===== config.mk =====
export PLATFORM = sky130hd
export DESIGN_NAME = sertx_top
export DESIGN_NICKNAME = d
export VERILOG_FILES = /design/src/rtl/sertx_pkg.sv /design/src/rtl/sertx_ctrl.sv /design/src/rtl/sertx_hold.sv /design/src/rtl/sertx_shift.sv /design/src/rtl/sertx_top.sv
export SDC_FILE = /design/constraint.sdc
export NUM_CORES = 1
export LEC_CHECK = 0
export CORE_MARGIN = 3
export CORE_UTILIZATION = 51
export DETAILED_ROUTE_END_ITERATION = 7
export HOLD_SLACK_MARGIN = 0.12
export PLACE_DENSITY = 0.83
export SKIP_CTS_REPAIR_TIMING = 1
export SKIP_LAST_GASP = 1
export SLEW_MARGIN = 10
export SYNTH_ARGS = -nofsm -noshare
export SYNTH_HDL_FRONTEND = slang
export SYNTH_SLANG_ARGS = --single-unit

===== constraint.sdc =====
create_clock -name clk -period 2.4 [get_ports clk]
set_input_delay 0.48 -clock clk [delete_from_list [all_inputs] [get_ports clk]]
set_output_delay 0.48 -clock clk [all_outputs]
set_load 0.01 [all_outputs]

===== src/rtl/sertx_pkg.sv =====
package sertx_pkg;
   typedef enum logic [1:0] {
      JOB_NONE  = 2'd0,
      JOB_ONES  = 2'd1,
      JOB_BREAK = 2'd2,
      JOB_DATA  = 2'd3
   } job_e;

   localparam int CTRL_W    = 8;
   localparam int CB_EMP_IE = 7;
   localparam int CB_CMP_IE = 6;
   localparam int CB_RXF_IE = 5;
   localparam int CB_IDL_IE = 4;
   localparam int CB_TXEN   = 3;
   localparam int CB_RXEN   = 2;
   localparam int CB_WAKE   = 1;
   localparam int CB_BRK    = 0;
endpackage


===== src/rtl/sertx_ctrl.sv =====
module sertx_ctrl
   import sertx_pkg::*;
#(
   parameter int CW = CTRL_W
) (
   input  logic          clk,
   input  logic          rst_n,
   input  logic          wr_en,
   input  logic [CW-1:0] wr_data,
   output logic [CW-1:0] ctrl_q,
   output logic          txen,
   output logic          brk,
   output logic          txen_rise
);
   generate
      if (CW != 8) begin : g_bad_cw
         $error("sertx_ctrl: control register must be 8 bits");
      end
   endgenerate

   always_ff @(posedge clk or negedge rst_n) begin
      if (!rst_n) ctrl_q <= '0;
      else if (wr_en) ctrl_q <= wr_data;
   end

   assign txen      = ctrl_q[CB_TXEN];
   assign brk       = ctrl_q[CB_BRK];
   assign txen_rise = wr_en && wr_data[CB_TXEN] && !ctrl_q[CB_TXEN];

   // a write is visible on the readback one cycle later
   a_r1_ctrl_write: assert property (@(posedge clk) disable iff (!rst_n)
      wr_en |=> (ctrl_q == $past(wr_data)));
endmodule


===== src/rtl/sertx_hold.sv =====
module sertx_hold #(
   parameter int DW = 9
) (
   input  logic          clk,
   input  logic          rst_n,
   input  logic          wr_en,
   input  logic [DW-1:0] wr_data,
   input  logic          take,
   output logic [DW-1:0] hold_q,
   output logic          empty
);
   generate
      if (DW < 2) begin : g_bad_dw
         $error("sertx_hold: data width too small");
      end
   endgenerate

   always_ff @(posedge clk or negedge rst_n) begin
      if (!rst_n) begin
         hold_q <= '0;
         empty  <= 1'b1;
      end else if (wr_en) begin
         hold_q <= wr_data;
         empty  <= 1'b0;
      end else if (take) begin
         empty  <= 1'b1;
      end
   end

   // the shifter only takes data while the register holds some
   a_r9_take_only_full: assert property (@(posedge clk) disable iff (!rst_n)
      take |-> !empty);
endmodule


===== src/rtl/sertx_shift.sv =====
module sertx_shift
   import sertx_pkg::*;
#(
   parameter int BASE_W = 8
) (
   input  logic          clk,
   input  logic          rst_n,
   input  logic          tick,
   input  logic          txen,
   input  logic          nine,
   input  logic          ones_pend,
   input  logic          brk,
   input  logic          full,
   input  logic [BASE_W:0] hold,
   output logic          take_data,
   output logic          take_ones,
   output logic          txd,
   output logic          active
);
   localparam int DW    = BASE_W + 1;
   localparam int FMAX  = BASE_W + 4;
   localparam int CNT_W = $clog2(FMAX + 1);

   generate
      if (BASE_W < 5) begin : g_bad_base
         $error("sertx_shift: base width below 5");
      end
   endgenerate

   job_e              job;
   logic [CNT_W-1:0]  frame_len;
   logic [CNT_W-1:0]  left;
   logic [FMAX-1:0]   sh;
   logic [FMAX-1:0]   frame;
   logic [CNT_W-1:0]  load_len;
   logic              load;

   always_comb begin
      if (ones_pend)  job = JOB_ONES;
      else if (brk)   job = JOB_BREAK;
      else if (full)  job = JOB_DATA;
      else            job = JOB_NONE;
   end

   assign frame_len = nine ? CNT_W'(BASE_W + 3) : CNT_W'(BASE_W + 2);

   always_comb begin
      frame    = '1;
      load_len = frame_len;
      case (job)
         JOB_BREAK: begin
            for (int i = 0; i < FMAX; i++) frame[i] = (i == int'(frame_len));
            load_len = frame_len + CNT_W'(1);
         end
         JOB_DATA: begin
            frame[0] = 1'b0;
            for (int i = 0; i < DW; i++)
               if (i < BASE_W || nine) frame[1 + i] = hold[i];
         end
         default: ;
      endcase
   end

   assign load      = tick && (left == '0) && txen && (job != JOB_NONE);
   assign take_data = load && (job == JOB_DATA);
   assign take_ones = load && (job == JOB_ONES);

   always_ff @(posedge clk or negedge rst_n) begin
      if (!rst_n) begin
         sh     <= '0;
         left   <= '0;
         txd    <= 1'b1;
         active <= 1'b0;
      end else if (tick) begin
         if (left != '0) begin
            txd  <= sh[0];
            sh   <= sh >> 1;
            left <= left - CNT_W'(1);
         end else if (load) begin
            txd    <= frame[0];
            sh     <= frame >> 1;
            left   <= load_len - CNT_W'(1);
            active <= 1'b1;
         end else begin
            txd    <= 1'b1;
            active <= 1'b0;
         end
      end
   end

   // the line holds its level between ticks
   a_r5_hold_between_ticks: assert property (@(posedge clk) disable iff (!rst_n)
      !tick |=> $stable(txd));
   // with the transmitter off, an ended frame leaves the line idle
   a_r6_off_goes_idle: assert property (@(posedge clk) disable iff (!rst_n)
      (tick && !txen && left == '0) |=> (!active && txd));
   // ones character wins over any data take
   a_r12_ones_first: assert property (@(posedge clk) disable iff (!rst_n)
      ones_pend |-> !take_data);
endmodule


===== src/rtl/sertx_top.sv =====
module sertx_top
   import sertx_pkg::*;
#(
   parameter int BASE_W  = 8,
   parameter bit REG_IRQ = 1'b0
) (
   input  logic              clk,
   input  logic              rst_n,
   input  logic              ctrl_we,
   input  logic [7:0]        ctrl_wdata,
   input  logic              data_we,
   input  logic [BASE_W:0]   data_wdata,
   input  logic              nine_bit,
   input  logic              baud_tick,
   output logic [7:0]        ctrl_q,
   output logic              txd,
   output logic              tx_empty,
   output logic              tx_done,
   output logic              tx_irq
);
   logic txen, brk, txen_rise;
   logic take_data, take_ones, active;
   logic ones_pend;
   logic [BASE_W:0] hold_q;
   logic irq_now;

   sertx_ctrl #(.CW(CTRL_W)) u_ctrl (
      .clk(clk), .rst_n(rst_n), .wr_en(ctrl_we), .wr_data(ctrl_wdata),
      .ctrl_q(ctrl_q), .txen(txen), .brk(brk), .txen_rise(txen_rise)
   );

   sertx_hold #(.DW(BASE_W + 1)) u_hold (
      .clk(clk), .rst_n(rst_n), .wr_en(data_we), .wr_data(data_wdata),
      .take(take_data), .hold_q(hold_q), .empty(tx_empty)
   );

   sertx_shift #(.BASE_W(BASE_W)) u_shift (
      .clk(clk), .rst_n(rst_n), .tick(baud_tick), .txen(txen), .nine(nine_bit),
      .ones_pend(ones_pend), .brk(brk), .full(!tx_empty), .hold(hold_q),
      .take_data(take_data), .take_ones(take_ones), .txd(txd), .active(active)
   );

   always_ff @(posedge clk or negedge rst_n) begin
      if (!rst_n)          ones_pend <= 1'b0;
      else if (txen_rise)  ones_pend <= 1'b1;
      else if (!txen)      ones_pend <= 1'b0;
      else if (take_ones)  ones_pend <= 1'b0;
   end

   assign tx_done = !active && !ones_pend && tx_empty && !(txen && brk);
   assign irq_now = (tx_empty && ctrl_q[CB_EMP_IE]) || (tx_done && ctrl_q[CB_CMP_IE]);

   generate
      if (REG_IRQ) begin : g_irq_reg
         logic irq_q;
         always_ff @(posedge clk or negedge rst_n) begin
            if (!rst_n) irq_q <= 1'b0;
            else        irq_q <= irq_now;
         end
         assign tx_irq = irq_q;
         // request follows gating one cycle late
         a_r11_irq_gate: assert property (@(posedge clk) disable iff (!rst_n)
            !(ctrl_q[CB_EMP_IE] || ctrl_q[CB_CMP_IE]) |=> !tx_irq);
      end else begin : g_irq_comb
         assign tx_irq = irq_now;
         // no request without an enabled source
         a_r11_irq_gate: assert property (@(posedge clk) disable iff (!rst_n)
            !(ctrl_q[CB_EMP_IE] || ctrl_q[CB_CMP_IE]) |-> !tx_irq);
      end
   endgenerate

   // nothing on the line means marking level
   a_r2_idle_high: assert property (@(posedge clk) disable iff (!rst_n)
      tx_done |-> txd);
   // a data write empties nothing; the flag drops next cycle
   a_r9_write_fills: assert property (@(posedge clk) disable iff (!rst_n)
      data_we |=> !tx_empty);
endmodule


## Word level (Yosys, flattened, before mapping)

Index checks and enable logic that the tools add are counted.

- Register bits: 37

- Mux-type cells: 20
- $add $sub $neg: 3
- Reductions and logical operators: 26
- Bitwise logic cells: 1
- Eq/ne operators: 15

Operators with widths:

| cell | count |
|---|---|
| 4-bit == test, first input constant | 8 |
| 12-bit two-way mux | 2 |
| 10-bit one-hot mux with 2 select lines | 1 |
| 1-bit logical AND | 13 |
| 4-bit two-way mux | 3 |
| 1-bit two-way mux | 10 |
| 3-bit by 4-bit == test with 1-bit output, first input constant | 2 |
| 4-bit logical NOT | 2 |
| 2-bit two-way mux | 4 |
| 4-bit by 1-bit subtractor with 4-bit output, second input constant | 2 |
| 2-bit nonzero test | 3 |
| 4-bit by 1-bit adder with 4-bit output, second input constant | 1 |
| 2-bit == test, second input constant | 2 |
| 2-bit by 4-bit == test with 1-bit output, first input constant | 1 |
| 1-bit logical NOT | 4 |
| 2-bit AND reduction | 2 |
| 4-bit nonzero test | 1 |
| 3-bit != test, second input constant | 1 |
| 2-bit by 1-bit == test with 1-bit output, second input constant | 1 |
| 1-bit logical OR | 1 |
| 1-bit inverter | 1 |

## Logic depth before layout (Yosys ltp)

Gate-level depths: netlist (run 1).

- Depth after elaboration: 9
- Depth in mapped cells: 10
- Depth with buffers taken out: 9

## Modules after synthesis

Synthesis (run 1) repeated with hierarchy kept, for this count alone.

- Cell total of the unflattened synthesis: 161
- Area total of the unflattened synthesis: 1,804.2 sq um

By module, submodules not included:

| module | seq. area each (sq um) | times used | cells each | area an instance (sq um) |
|---|---|---|---|---|
| sertx_shift | 426.7 | 1 | 111 | 968.4 |
| sertx_hold | 251.5 | 1 | 21 | 407.9 |
| sertx_ctrl | 200.2 | 1 | 20 | 356.6 |
| sertx_top | 25.0 | 1 | 9 | 71.3 |

## Worst setup path before layout (run 1)

OpenSTA, ideal clock, no wires.

- Kind: flip-flop to output port
- Start point: reg u_hold.empty
- End point: out tx_irq
- Data required time: 1,920 ps
- Setup slack: 251 ps
- Path buffers: 0
- Arrival: 1,669 ps
- Stages on the path, launching flop included: 4
- Cells stage by stage: dfstp_2 inv_1 a2111oi_0 a22o_1

- Word-level cells in the longest chain between the ends: 4
- Elaborated cells between the ends (all ways): 5
- Those cells by class: 5 x reduce/logical

Ends and longest elaborated chain:

| what | line | RTL |
|---|---|---|
| start: declaration | sertx_hold.sv:10 | `output logic empty` |
| start signal: assignment | sertx_hold.sv:21 | `empty <= 1'b1;` |
| start signal: assignment | sertx_hold.sv:24 | `empty <= 1'b0;` |
| start signal: assignment | sertx_hold.sv:26 | `empty <= 1'b1;` |
| 1-bit logical AND (2 in series) | sertx_top.sv:50 | `assign tx_done = !active && !ones_pend && tx_empty && !(txen && brk);` |
| named net tx_done | sertx_top.sv:18 | `output logic tx_done,` |
| 1-bit logical AND | sertx_top.sv:51 | `assign irq_now = (tx_empty && ctrl_q[CB_EMP_IE]) \|\| (tx_done && ctrl_q[CB_CMP_IE]);` |
| 1-bit logical OR | sertx_top.sv:51 |  |
| end: declaration | sertx_top.sv:19 | `output logic tx_irq` |

The timed path passes the listed nets, and every way through them passes these cells.

## Worst setup path after layout (run 1)

- Start point: reg u_ctrl.ctrl_q[0]
- End point: reg u_shift.left[2]

- Word-level cells in the longest chain between the ends: 7
- Elaborated cells between the ends (all ways): 11
- Those cells by class: 1 x add/sub; 1 x eq/ne; 5 x mux; 4 x reduce/logical

Ends and longest elaborated chain:

| what | line | RTL |
|---|---|---|
| start: declaration | sertx_ctrl.sv:10 | `output logic [CW-1:0] ctrl_q,` |
| start signal: assignment | sertx_ctrl.sv:23 | `else if (wr_en) ctrl_q <= wr_data;` |
| 2-bit two-way mux * | sertx_shift.sv:40 | `else if (brk) job = JOB_BREAK;` |
| 2-bit two-way mux * | sertx_shift.sv:39 | `if (ones_pend) job = JOB_ONES;` |
| 2-bit == test | sertx_shift.sv:50 | `case (job)` |
| 4-bit two-way mux | sertx_shift.sv:50 |  |
| 4-bit by 1-bit subtractor with 4-bit output | sertx_shift.sv:82 | `left <= load_len - CNT_W'(1);` |
| 4-bit two-way mux | sertx_shift.sv:79 | `end else if (load) begin` |
| 4-bit two-way mux | sertx_shift.sv:75 | `if (left != '0) begin` |
| end signal: assignment | sertx_shift.sv:78 | `left <= left - CNT_W'(1);` |
| end signal: assignment | sertx_shift.sv:82 |  |
| end: declaration | sertx_shift.sv:32 | `logic [CNT_W-1:0] left;` |

Every way passes the cells marked *; elsewhere a longest branch is shown, timed or not. The select of a mux whose other input is x is not followed.
A chain may end at the register's enable or synchronous reset.

==> impl_metrics.json, run 1 <==
{
  "cts_sinks": 36,
  "r2r_slack_ps": 210,
  "path_max_fanout": 5,
  "via_per_inst": 5.69,
  "placed_cells": 234,
  "gr-usage-all-layers_pct": 20.3,
  "synth_ff_type": "dfrtp_1",
  "clkLatencyLatePin_ps": 340,
  "vias": 1376,
  "antenna_found_initial": 0,
  "tritoncts": "built",
  "port_buffers": 34,
  "crit_type": "flip-flop to flip-flop",
  "max-cap-violations": 0,
  "worst_setup_path_start_kind": "flip-flop",
  "tightest_slew_ps": 706,
  "yosysTopAreaCell": "dfrtp_1",
  "async_flop_share_pct": 100,
  "h-tree-depth": 2,
  "synth_fp_nets": 183,
  "leakagePower_uw": 0.00102,
  "power_density_nw_per_um2": 815,
  "rsz0062_at_grt": "no",
  "cp.required_ps": 2630,
  "critPathBufInv": 1,
  "synth.distinct_cells": 41,
  "synth_common_cells": "dfrtp_1 (34), mux2_2 (17), nor2_1 (16)",
  "fmax_mhz": 456,
  "yosys_warnings": 0,
  "io_pins": 35,
  "grt_pass1_wl_mm": 6.62,
  "holdWs_ps": 486,
  "dieArea_um2": 4180,
  "grt_pass1_vias": 1455,
  "first_pass_iters": 7,
  "report.final.slew_viol_count": 0,
  "yosysSeqAreaShare_pct": 51.5,
  "mappedNetlistArea_um2": 1750,
  "cts_buffers": 5,
  "die_w_um": 64.6,
  "layout_worst_path_cycle_share_pct": 91.4,
  "die_h_um": 64.6,
  "end_kind": "flip-flop",
  "core_area_um2": 3150,
  "status": "completed",
  "arrival_ps": 2420,
  "min_period_ps": 2190,
  "gp_congestion": 0.810,
  "ys_ff_latch": 36,
  "clk_pin_slew_ps": 110,
  "synth_top_area_share_pct": 48.5,
  "yosys.cell_count.top_type": "dfrtp_1",
  "hold_viol_final": 0,
  "syn_inst": 156,
  "antenna_cells": 0,
  "drcViolationCount": 0,
  "hp-class": "flip-flop to flip-flop",
  "synth.avg_cell_area_um2": 11.2,
  "rows": 20,
  "fin_cells": 242,
  "critical-path-max-stage-delay_ps": 440,
  "clk_path_buf_depth": 2,
  "start_util_pct": 55.6,
  "cts-root-buf": "clkbuf_4",
  "synthTopCellsByArea": "dfrtp_1 (49%), mux2_2 (11%), a221oi_1 (4.5%)",
  "drtIter0Drc": 66,
  "worstPathCellList": "inv_1 > nor2_1 > ha_1 > nor4_1 > nor2_1 > ha_1 > nor4bb_1 > a32oi_1 > o21ai_0",
  "final.setup_skew_ps": 7.88,
  "grt_max_degree": 37,
  "area_growth_pct": 27.8,
  "max_slew_margin_pct": 52.5,
  "grt_overflow": 0,
  "final_nets": 224,
  "synth_edf_count": 0,
  "drive_gt1_share_pct": 21.2,
  "wl_per_cell_um": 16.2,
  "setup_viol": 0,
  "wl_mm": 3.93,
  "drtAntennaViolNets": 0,
  "cpMaxStageDelayCell": "dfrtp_1",
  "peakVddDrop_mv": 0.419,
  "hpwlAfterDp_mm": 2.82,
  "setup_tns_ps": 0,
  "path_delay_family": "simple AND/OR/NAND/NOR gates"
}
[registers in the layout (all words and copies together) (netlist names)]
signal,flops
ones_pend,1
u_ctrl.ctrl_q,8
u_hold.empty,1
u_hold.hold_q,9
u_shift.active,1
u_shift.left,4
u_shift.sh,11
u_shift.txd,1
[power by group]
group	switching [uW]	leakage, uW	total, uW	internal, uW
clock	208	0.0000315	351	143
combinational	271	0.000571	567	296
sequential	146	0.000414	907	761
[kinds of logic (layout without fill, tap and decap cells)]
kind of cell	count (synthesis)	in the layout	share of synthesized area, %
multiplexers	17	17	10.9
flip-flops	36	36	51.5
buffers and inverters	24	66	6.00
adder cells (fa/ha/maj)	4	4	2.86
AO/OA/AOI/OAI	37	37	16.9
AND/OR/NAND/NOR	38	38	11.8
[worst paths after layout]
| kind | start | cells after the start | to |
|---|---|---|---|
| worst max-delay path | u_ctrl.ctrl_q[0] | 9 | u_shift.left[2] |
| min in group asynchronous | rst_n | 2 | u_shift.left[2] |
| worst max register to register | u_ctrl.ctrl_q[0] | 9 | u_shift.left[2] |
| worst min register to register | u_shift.txd | 2 | u_shift.txd |
| worst min-delay path | u_shift.txd | 2 | u_shift.txd |
| max in group asynchronous | rst_n | 2 | u_hold.empty |
[worst min-delay path, stage by stage, from the launching register on]
cell     delay (ps)
dfstp_2         380
nand2_1          50
o31ai_1          60
[per-layer routing]
layer  part of all wire (%)  vias up  GRT usage [%]  wire, um
li1                       -      642              -         -
met1                     44      675           25.1      1720
met2                     48       52           33.6      1900
met3                    6.3        7           6.07       249
met4                    1.3        0           7.65        53
met5                      0        -              0         0
[area by class of cell]
type / instances / area [um^2]
clock inverters: 1 / 7.51
fillers: 234 / 912
repair buffers: 43 / 413
flip-flops and latches: 36 / 903
well taps: 44 / 55.1
multi-input cells: 96 / 751
clock buffers: 7 / 55.1
inverters: 15 / 56.3
[stage by stage]
step / total power [uW] / util, % / area (um^2) / setup slack [ps]
finish: 1830 / 71.1 / 2240 / 207
global route: 1930 / 71.1 / 2240 / 55.7
CTS: 1820 / 70.7 / 2230 / -219
detailed placement: 1470 / 68.7 / 2170 / -86.4
global placement: 1430 / 68.7 / 2170 / 26.8
floorplan: 1270 / - / 1750 / 251
[cells in the final DEF (no fill, tap or decap), drive strengths merged, types with 2 or more instances in the layout]
| master | n |
|---|---|
| a21boi | 2 |
| a221oi | 9 |
| and2 | 2 |
| buf | 9 |
| clkbuf | 7 |
| clkdlybuf4s50 | 32 |
| dfrtp | 34 |
| dfstp | 2 |
| dlymetal6s2s | 2 |
| ha | 4 |
| inv | 15 |
| mux2 | 17 |
| nand2 | 5 |
| nor2 | 16 |
| nor4 | 2 |
| o21ai | 12 |
| o31ai | 2 |
| or3b | 2 |
| or4 | 2 |
(Power assumes the default switching activity.)
==> run 2, diff against run 1 <==
CORE_ASPECT_RATIO = 1.75   (was unset)
clock period = 2.2 ns   (was 2.4 ns; I/O delays follow)
==> run 2 against run 1 <==
Utilization up 1.0 points; flip-flop and latch count is the same; power increased by 20%; critical path type is now flip-flop to output pin; cell area increased by 3.2%; setup slack got worse by 140 ps.
==> impl_metrics.json, run 2 (synthesis results as in run 1) <==
{
  "leakagePower_uw": 0.00106,
  "setup_viol": 0,
  "rows": 27,
  "via_per_inst": 5.61,
  "clkLatencyLatePin_ps": 290,
  "grt_max_degree": 37,
  "first_pass_iters": 4,
  "die_h_um": 83.6,
  "drtAntennaViolNets": 0,
  "pre_cts_ws_ps": -273,
  "dieArea_um2": 4200,
  "path_max_fanout": 2,
  "tritoncts": "built",
  "peakVddDrop_mv": 0.789,
  "gp_congestion": 0.823,
  "final.setup_skew_ps": 4.59,
  "fmax_mhz": 468,
  "route.met2.wl_mm": 2.21,
  "end_kind": "output pin",
  "clk_path_buf_depth": 2,
  "largest-register": "u_shift.sh",
  "clk_pin_slew_ps": 70,
  "arrival_ps": 1700,
  "hold_viol_final": 0,
  "wl_mm": 3.99,
  "crit_type": "flip-flop to output pin",
  "min_period_ps": 2140,
  "fin_ws_ps": 63.6,
  "cts_buffers": 5,
  "route.met3.wl_um": 154,
  "grt_overflow": 0,
  "wl_per_cell_um": 16.3,
  "cts-root-buf": "clkbuf_8",
  "tightest_slew_ps": 709,
  "largest_reg_flops": 11,
  "start_util_pct": 54.6,
  "setup_tns_ps": 0,
  "drive_gt1_share_pct": 23.4,
  "drtIter0Drc": 43,
  "max_slew_margin_pct": 52.3,
  "n_fill_cell": 232,
  "antenna_found_initial": 0,
  "final_cell_mix": "dfrtp_1 (34), clkdlybuf4s50_1 (32), mux2_2 (17)",
  "highest_layer": "met4",
  "power_density_nw_per_um2": 950,
  "reg_top3": "u_shift.sh: 11 flops, u_hold.hold_q: 9 flops, u_ctrl.ctrl_q: 8 flops",
  "max-cap-violations": 0,
  "hp-class": "flip-flop to flip-flop",
  "die_w_um": 50.3,
  "layout_worst_path_cycle_share_pct": 97.1,
  "io_pins": 35,
  "hpwlAfterDp_mm": 2.96,
  "report.final.slew_viol_count": 0,
  "h-tree-depth": 2,
  "wl_met1_mm": 1.52,
  "area_growth_pct": 32.0,
  "cp.required_ps": 1760,
  "core_area_um2": 3210,
  "antenna_cells": 0,
  "port_buffers": 34,
  "grt_pass1_wl_mm": 6.83,
  "status": "completed",
  "gr-usage-all-layers_pct": 21.4,
  "layout_commonest_cell": "dfrtp_1",
  "final_nets": 227,
  "vias": 1369,
  "worst_setup_path_start_kind": "flip-flop",
  "cts_sinks": 36,
  "rsz0062_at_grt": "yes",
  "drcViolationCount": 0,
  "grt_pass1_vias": 1492
}
## run 2: cell count changes in the layout (fill, tap and decap cells not counted), sizes merged
cell / change
bufinv: +1
clkinv: +1
clkbuf: -1
clkinvlp: -1
buf: +3
## run 2: per-layer routing
metal | global-route usage, % | up-vias
li1 | - | 646
met1 | 22.1 | 690
met2 | 39.0 | 26
met3 | 4.47 | 7
met4 | 10.5 | 0
met5 | 0 | -
## run 2: power breakdown
part           switching [uW]  leakage [uW]  total (uW)  internal [uW]
Combinational             305      0.000588         646            341
Sequential                155      0.000414         987            831
Clock                     229     0.0000552         565            336
## run 2: critical path, cell delays in order (launching register included)
cell            delay [ps]
dfstp_2                530
inv_1                   50
a2111oi_2              290
buf_4                  170
buf_4                  100
a22o_1                 120
dlymetal6s2s_1         150
## run 2: through the flow
step | total power, uW | cells | area, um^2 | utilization [%] | hold slack, ps
5_1_grt | 2330 | 244 | 2310 | 72.1 | 519
3_3_place_gp | 1570 | 235 | 2180 | 68.0 | 470
4_1_cts | 2190 | 243 | 2290 | 71.3 | 481
3_5_place_dp | 1620 | 235 | 2180 | 68.0 | 471
2_1_floorplan | 1380 | 156 | 1750 | - | 144
6_report | 2200 | 244 | 2310 | 72.1 | 480
## run 2: final cells by class
class | instances | area, um^2 | area share, %
clock buffers | 6 | 72.6 | 3.14
inverters | 15 | 56.3 | 2.43
well taps | 43 | 53.8 | 2.33
multi-input cells | 96 | 757 | 32.7
repair buffers | 46 | 435 | 18.8
flip-flops and latches | 36 | 903 | 39.0
clock inverters | 2 | 35.0 | 1.51
## run 2: path summary, 6_finish.rpt
check	start	cells after the start	endpoint	slack, ps
worst max-delay path	u_hold.empty	6	tx_irq	60
worst min-delay path	u_shift.txd	2	u_shift.txd	480
worst max register to register	u_shift.left[1]	7	u_shift.left[2]	130
worst min register to register	u_shift.txd	2	u_shift.txd	480
max in group asynchronous	rst_n	2	u_hold.empty	1290
min in group asynchronous	rst_n	2	u_hold.hold_q[1]	570
